==> config.mk <==
export PLATFORM = sky130hd
export DESIGN_NAME = irq_sense_detector
export DESIGN_NICKNAME = d
export VERILOG_FILES = /design/src/rtl/irq_sense_pkg.sv /design/src/rtl/irq_pin_sync.sv /design/src/rtl/irq_sense_regs.sv /design/src/rtl/irq_sense_cell.sv /design/src/rtl/irq_sense_detector.sv
export SDC_FILE = /design/constraint.sdc
export NUM_CORES = 1
export LEC_CHECK = 0
export CAP_MARGIN = 0
export CORE_MARGIN = 3
export CORE_UTILIZATION = 31
export DETAILED_ROUTE_END_ITERATION = 16
export GPL_TIMING_DRIVEN = 0
export HOLD_SLACK_MARGIN = 0.06
export MAX_ROUTING_LAYER = met4
export SLEW_MARGIN = 0
export SYNTH_ARGS = -nofsm -noshare
export SYNTH_HDL_FRONTEND = slang
export SYNTH_SLANG_ARGS = --single-unit
==> constraint.sdc <==
create_clock -name clk -period 2 [get_ports clk]
set_clock_uncertainty 0.05 [all_clocks]
set_input_delay 0.6 -clock clk [delete_from_list [all_inputs] [get_ports clk]]
set_output_delay 0.6 -clock clk [all_outputs]
set_load 0.005 [all_outputs]
==> src/rtl/irq_sense_pkg.sv <==
package irq_sense_pkg;
  localparam int SENSE_W = 2;

  typedef enum logic [SENSE_W-1:0] {
    SENSE_LOW  = 2'b00,
    SENSE_FALL = 2'b01,
    SENSE_RISE = 2'b10,
    SENSE_BOTH = 2'b11
  } sense_e;
endpackage

==> src/rtl/irq_pin_sync.sv <==
// Multi-stage synchroniser plus a one-cycle-delayed copy for edge compare.
module irq_pin_sync #(
  parameter int WIDTH  = 8,
  parameter int STAGES = 2
) (
  input  logic             clk,
  input  logic             rst,
  input  logic [WIDTH-1:0] async_i,
  output logic [WIDTH-1:0] sync_o,
  output logic [WIDTH-1:0] prev_o
);
  logic [WIDTH-1:0] stage_q [STAGES];
  logic [WIDTH-1:0] prev_q;

  always_ff @(posedge clk) begin
    if (rst) begin
      for (int s = 0; s < STAGES; s++) stage_q[s] <= '1;
      prev_q <= '1;
    end else begin
      stage_q[0] <= async_i;
      for (int s = 1; s < STAGES; s++) stage_q[s] <= stage_q[s-1];
      prev_q <= stage_q[STAGES-1];
    end
  end

  assign sync_o = stage_q[STAGES-1];
  assign prev_o = prev_q;
endmodule

==> src/rtl/irq_sense_regs.sv <==
// Two copies of the sense configuration, readback and mismatch flag.
module irq_sense_regs
  import irq_sense_pkg::*;
#(
  parameter int NUM_PINS = 8
) (
  input  logic                        clk,
  input  logic                        rst,
  input  logic                        wr_en_i,
  input  logic                        sel_i,
  input  logic [NUM_PINS*SENSE_W-1:0] wdata_i,
  output logic [NUM_PINS*SENSE_W-1:0] rdata_o,
  output logic                        mismatch_o,
  output logic [NUM_PINS*SENSE_W-1:0] active_cfg_o,
  output logic [NUM_PINS-1:0]         cfg_change_o
);
  localparam int CFG_W      = NUM_PINS * SENSE_W;
  localparam int NUM_COPIES = 2;

  logic [CFG_W-1:0] copy_q [NUM_COPIES];
  logic [CFG_W-1:0] rdata_q;
  logic             mismatch_q;

  always_ff @(posedge clk) begin
    if (rst) begin
      for (int c = 0; c < NUM_COPIES; c++) copy_q[c] <= '0;
      rdata_q    <= '0;
      mismatch_q <= 1'b0;
    end else begin
      for (int c = 0; c < NUM_COPIES; c++)
        if (wr_en_i && (int'(sel_i) == c)) copy_q[c] <= wdata_i;
      rdata_q    <= copy_q[sel_i];
      mismatch_q <= (copy_q[0] != copy_q[1]);
    end
  end

  // Per-pin change detect on writes to the active copy.
  for (genvar n = 0; n < NUM_PINS; n++) begin : g_chg
    assign cfg_change_o[n] = wr_en_i && !sel_i &&
        (wdata_i[n*SENSE_W +: SENSE_W] != copy_q[0][n*SENSE_W +: SENSE_W]);
  end

  assign rdata_o      = rdata_q;
  assign mismatch_o   = mismatch_q;
  assign active_cfg_o = copy_q[0];
endmodule

==> src/rtl/irq_sense_cell.sv <==
// One pin: edge classify and the request register.
module irq_sense_cell
  import irq_sense_pkg::*;
(
  input  logic   clk,
  input  logic   rst,
  input  sense_e mode_i,
  input  logic   sync_i,
  input  logic   prev_i,
  input  logic   clr_i,
  input  logic   chg_i,
  output logic   req_o
);
  logic rise, fall, hit;
  logic req_q;

  always_comb begin
    rise = sync_i & ~prev_i;
    fall = ~sync_i & prev_i;
    unique case (mode_i)
      SENSE_FALL: hit = fall;
      SENSE_RISE: hit = rise;
      SENSE_BOTH: hit = rise | fall;
      default:    hit = 1'b0;
    endcase
  end

  always_ff @(posedge clk) begin
    if (rst)                    req_q <= 1'b0;
    else if (chg_i)             req_q <= 1'b0;
    else if (mode_i == SENSE_LOW) req_q <= ~sync_i;
    else                        req_q <= hit | (req_q & ~clr_i);
  end

  assign req_o = req_q;
endmodule

==> src/rtl/irq_sense_detector.sv <==
module irq_sense_detector
  import irq_sense_pkg::*;
#(
  parameter int NUM_PINS    = 8,
  parameter int SYNC_STAGES = 2
) (
  input  logic                        clk,
  input  logic                        rst,
  input  logic [NUM_PINS-1:0]         pin_in,
  input  logic                        reg_wr_en,
  input  logic                        reg_sel,
  input  logic [NUM_PINS*SENSE_W-1:0] reg_wdata,
  output logic [NUM_PINS*SENSE_W-1:0] reg_rdata,
  input  logic [NUM_PINS-1:0]         flag_clr,
  output logic [NUM_PINS-1:0]         irq_req,
  output logic                        copy_mismatch
);
  localparam int CFG_W = NUM_PINS * SENSE_W;

  logic [NUM_PINS-1:0] pin_sync, pin_prev, cfg_change;
  logic [CFG_W-1:0]    active_cfg;

  irq_pin_sync #(.WIDTH(NUM_PINS), .STAGES(SYNC_STAGES)) u_sync (
    .clk(clk), .rst(rst), .async_i(pin_in), .sync_o(pin_sync), .prev_o(pin_prev)
  );

  irq_sense_regs #(.NUM_PINS(NUM_PINS)) u_regs (
    .clk(clk), .rst(rst), .wr_en_i(reg_wr_en), .sel_i(reg_sel), .wdata_i(reg_wdata),
    .rdata_o(reg_rdata), .mismatch_o(copy_mismatch), .active_cfg_o(active_cfg),
    .cfg_change_o(cfg_change)
  );

  for (genvar n = 0; n < NUM_PINS; n++) begin : g_pin
    irq_sense_cell u_cell (
      .clk(clk), .rst(rst),
      .mode_i(sense_e'(active_cfg[n*SENSE_W +: SENSE_W])),
      .sync_i(pin_sync[n]), .prev_i(pin_prev[n]),
      .clr_i(flag_clr[n]), .chg_i(cfg_change[n]),
      .req_o(irq_req[n])
    );
  end
endmodule

# Word level (Yosys, flattened, before mapping)
# Memory sizes are Yosys's and may differ from the RTL's. A register that Yosys moved wholly into a read port is not among the register bits.
# Index checks and enable logic that the tools add are counted.
[totals]
register_bits = 17
latchBits = 0
ram_bits = 48
mem_bits_ro = 0
elab_cells = 171
memories = 2
[memory_table]
columns = ["name", "depth", "width", "rd", "rd_clocked_by_memory_dff", "wr", "line_no", "source"]
rows = [
  ["u_regs.copy_q", 2, 16, 3, 1, 2, "irq_sense_regs.sv:20", "logic [CFG_W-1:0] copy_q [NUM_COPIES];"],
  ["u_sync.stage_q", 2, 8, 2, 0, 2, "irq_pin_sync.sv:12", "logic [WIDTH-1:0] stage_q [STAGES];"],
]
[classes]
n_addsub = 0
multipliers = 0
div = 0
order_cmp = 0
eq_ne = 33
shifts = 0
muxes = 29
n_bitwise = 69
reduce_logical = 28
[ops]
columns = ["operator", "n"]
rows = [
  ["$eq 2x2->1 const B", 16],
  ["$mux 16", 2],
  ["$not 1->1", 25],
  ["$and 1x1->1", 24],
  ["$pmux 1 s3", 8],
  ["$or 1x1->1", 20],
  ["$mux 1", 17],
  ["$eq 2x1->1 const B", 8],
  ["$logic_not 2->1", 8],
  ["$mux 8", 2],
  ["$ne 16x16->1", 1],
  ["$ne 2x2->1", 8],
  ["$reduce_or 2->1", 8],
  ["$logic_and 1x1->1", 11],
  ["$logic_not 1->1", 1],
]

# Depth between registers and ports, before layout
# Gate-level depths: netlist of the first run.
[depth]
word_depth = 6
mapped_depth = 6
mapped_depth_nobuf = 6

# Cells and area by module
# Synthesis of the first run repeated with hierarchy kept, for this count alone.
[unflattened]
cells_unflattened = 322
hier_area_um2 = 3623.5
[by_module_without_submodules]
columns = ["module", "instances", "cells_per_inst", "area_per_inst_um2", "seq_area_each_um2"]
rows = [
  ["irq_sense_regs", 1, 152, 2059.5, 1301.2],
  ["irq_sense_cell", 8, 14, 106.4, 20.0],
  ["irq_pin_sync", 1, 58, 713.2, 480.5],
]

# Worst setup path before layout of the first run
# OpenSTA, ideal clock, no wires.
[synth_path]
kind = "input-to-reg"
from = "in rst"
to = "mem u_regs.copy_q[0][0] (netlist name), enable pin"
arrival_time_ns = 1.498
required_ns = 1.575
path_slack_ns = 0.077
path_stages = 3
path_buffers = 2
cell_sequence = "clkbuf_1 -> buf_2 -> nand2b_1"
[synth_rtl]
columns = ["item", "line_no", "source"]
rows = [
  ["start, declared", "irq_sense_detector.sv:8", "input logic rst,"],
  ["end, declared", "irq_sense_regs.sv:20", ""],
]

# Worst setup path in the final report of the first run
[layout_path]
from = "reg g_pin[7].u_cell.req_q"
to = "out irq_req[7]"
[layout_rtl]
columns = ["item", "line_no", "source"]
rows = [
  ["start, declared", "irq_sense_cell.sv:15", "logic req_q;"],
  ["start signal, assigned", "irq_sense_cell.sv:31", "else if (mode_i == SENSE_LOW) req_q <= ~sync_i;"],
  ["start signal, assigned", "irq_sense_cell.sv:32", "else req_q <= hit | (req_q & ~clr_i);"],
  ["end, declared", "irq_sense_detector.sv:15", "output logic [NUM_PINS-1:0] irq_req,"],
]
# No word-level cell between the ends.

==> summary.txt, run 1 <==
CTS
  – CTS Buf Count: 9
  – Clk_lat worst skew: 0.33 ns
  – Clock buffer depth: 2
  – Htree depth: 3
  – CTS tree: yes
  – Root buffer cell: clkbuf_16
  – Worst-path clk slew: 0.06 ns
  – Clock Sinks: 81

Final layout
  – Utilization after layout: 0.4108
  – # nets final: 453
  – Final std cells w/o fill: 549
  – Area of the multi-input gates: 1455 um2
  – Fill cells: 1127
  – Share of layout cells above drive strength 1: 0.1823
  – Ant. Diodes: 0
  – Synth-to-layout area growth: 28.87%
  – Sequential cell area: 1942 um2

Routing
  – Wire per inst: 14.18 um
  – DRC viols: 0
  – DR iter-0 viols: 77
  – Via count of the routed design: 2475
  – Antenna Violating Nets Remaining: 0
  – DR vias/cell: 4.508
  – Post-Route WL: 7785 um
  – First-pass detailed-route iteration total: 4

Worst setup path
  – Type of destination of the critical path: output port
  – Crit path DAT: 1.27 ns
  – WP data required: 1.35 ns
  – CP Max Fanout: 2
  – Crit Path Class: register to output port
  – CP startpoint kind: register
  – Reg2Reg Setup Slack: 0.45 ns

Synth
  – FF+latch count, synth: 81
  – Synth top area share: 0.2672
  – Post-Syn Area: 3671 um2
  – Post-Syn Nets: 384
  – Main flop type after synthesis: dfxtp_1
  – Adder-cell area share of the yosys netlist: 0.05453
  – Seq/Total Area, Yosys: 0.5290
  – Compound-cell area share of the yosys netlist: 0.08350
  – Post-synthesis mux area share: 0.04363
  – Largest family of logic cells by synthesized area: simple AND/OR/NAND/NOR gates
  – Synth Instances: 332
  – Async S/R FF share, synth: 0
  – Post-synth top cells: 49 x dfxtp_1, 32 x edfxtp_1, 30 x inv_1, 24 x or2_2, 24 x xor2_1
  – Most instantiated library cell after synthesis: dfxtp_1
  – Warnings from Yosys: 0
  – Post-synth EDFFs: 32
  – Synth unique cells: 29
  – Synth area leaders: dfxtp_1 27%, edfxtp_1 26%, xor2_1 5.7%
  – Syn Area/Cell: 11.06 um2
  – Dominant cell type by area after synthesis: dfxtp_1
  – Synth Area in Simple Gates: 0.1568
  – Post-synthesis xor/xnor area fraction: 0.05726

Power and ir drop
  – PD cells: 872.1 nW/um2
  – Pleak: 2.032 nW
  – Power, Total: 4.126 mW
  – Worst vdd ir: 0.0003907 V

Timing
  – Fin crit share: 0.9578
  – Unrepaired setup endpoints after global routing: no
  – Slew headroom: 0.5212
  – Slew Limit Fails: 0
  – Max Freq: 0.5220 GHz
  – Hold WS: 0.3572 ns
  – Final WS setup: 0.08441 ns
  – Min cycle time layout: 1.916 ns
  – Worst-Margin Slew: 0.7182 ns
  – Final hold vios: 0
  – Endpoints failing setup: 0

Global routing
  – Busiest grt layer: met2
  – Met2 GRT Util: 0.2103
  – Number of global-route vias before repair: 2490
  – Total gr overflow: 0
  – Total track usage: 0.1293
  – Initial antenna violation count: 0
  – First-pass GRT wire length: 12530 um
  – Met3 Use GR: 0.02895
  – GR Util met1: 0.1596
  – Pin count of the biggest net entering global routing: 17

Floorplanning
  – Rows: 39
  – Die Y-Extent: 114.8 um
  – Core Area: 11520 um2
  – I/O pins: 61
  – Die area: 13180 um2
  – Initial core utilization: 0.3188
  – Die width: 114.8 um

Placed design
  – DP Cell Count: 533
  – Post-detailed-placement half-perimeter wirelength: 5538 um
  – Pre-CTS setup slack: -0.5065 ns
  – PortBufs: 58
  – Placer Congestion: 0.8299

Min path
  – Hold Path Class: register to register

Outcome
  – Status: complete, no violations

Flow run
  – Total of max-cap violations: 0
==> layout by cell type, fill, tap and decap left out, types with 3 or more instances in the layout <==
| master | netlist | layout |
|---|---|---|
| dfxtp_1 | 49 | 49 |
| mux2i_1 | 16 | 16 |
| clkbuf_16 | 0 | 9 |
| o22ai_1 | 8 | 8 |
| and2_1 | 16 | 16 |
| buf_2 | 11 | 11 |
| ha_1 | 16 | 16 |
| buf_4 | 9 | 9 |
| a31oi_1 | 6 | 6 |
| xor2_1 | 24 | 24 |
| nor3b_1 | 8 | 8 |
| clkbuf_1 | 5 | 5 |
| nor4_1 | 4 | 4 |
| nor2_1 | 16 | 16 |
| inv_1 | 30 | 30 |
| nor3_2 | 5 | 5 |
| clkdlybuf4s50_1 | 0 | 58 |
| nand2b_1 | 16 | 15 |
| a2bb2oi_1 | 6 | 6 |
| a21oi_1 | 14 | 14 |
| or2_2 | 24 | 24 |
| a21o_1 | 3 | 3 |
| edfxtp_1 | 32 | 32 |
==> layout make-up <==
class | instances | area share
timing repair buffer | 58 | 0.1227
multi-input combinational | 194 | 0.3076
sequential | 81 | 0.4105
inverter | 30 | 0.02380
buffer | 27 | 0.03491
tap | 143 | 0.03782
clock buffer | 10 | 0.04840
clock inverter | 6 | 0.01428
==> metrics by stage <==
stage	cell area, um2	TNS, ns
after floorplan	3671	0
after CTS	4730	0
after global placement	4431	-15.95
after global routing	4731	0
after detailed placement	4431	-17.66
final	4731	0
==> per-layer routing <==
layer  part of all wire  vias up
met5                  0        -
met4              0.019        0
met3              0.042       16
met2               0.48       46
met1               0.46     1163
li1                   -     1250
==> where the power goes <==
| part | total, mW | leakage [nW] | internal, mW | switching [mW] |
|---|---|---|---|---|
| logic | 0.582 | 1.16 | 0.324 | 0.258 |
| registers | 1.92 | 0.730 | 1.85 | 0.0704 |
| clock network | 1.63 | 0.139 | 0.971 | 0.656 |
| total | 4.13 | 2.03 | 3.14 | 0.984 |
==> critical path: stages, from the launching register on <==
cell and delay (ns):
dfxtp_1 0.34, buf_4 0.11, clkdlybuf4s50_1 0.49
==> final timing paths <==
path / cells after the start / endpoint / from
worst max register to register: 4 / u_regs.mismatch_o / u_regs.copy_q[0][13]
worst min register to register: 1 / u_sync.stage_q[0][10] / u_sync.stage_q[0][2]
worst max-delay path: 2 / irq_req[7] / g_pin[7].u_cell.req_o
worst min-delay path: 1 / u_sync.stage_q[0][10] / u_sync.stage_q[0][2]
==> kinds of logic (layout without fill, tap and decap cells) <==
group / Yosys count / in the layout
mux: 16 / 16
simple gates: 94 / 94
buf+inv: 57 / 131
xor+xnor: 24 / 24
compound gates: 44 / 44
flops: 81 / 81
fa+ha+maj: 16 / 16
==> registers in the layout, summed over array words and instances (netlist names) <==
register	cells
u_regs.copy_q	32
u_sync.stage_q	16
u_sync.prev_o	8
u_regs.rdata_o	16
u_regs.mismatch_o	1
g_pin.u_cell.req_o	8
==> repair_timing <==
action                                  4_1_cts  5_1_grt
endpoints found under the setup margin       16       20
hold endpoints to repair                      0        0
hold buffers                                  0        0
setup buffers                                 0        0
gates cloned                                  0        0
resized for setup                             1        2
Note: power is estimated with default switching activity, not from simulation.
==> inputs of run 2 (changes only) <==
CTS_CLUSTER_SIZE = 10   (was unset)
==> results of run 2 <==
No change in the layout: final DEF, timing and power equal those of run 1.
==> inputs of run 3 (changes only) <==
GPL_ROUTABILITY_DRIVEN = 0   (was unset)
==> results of run 3 <==
No change in the layout: final DEF, timing and power equal those of run 1.
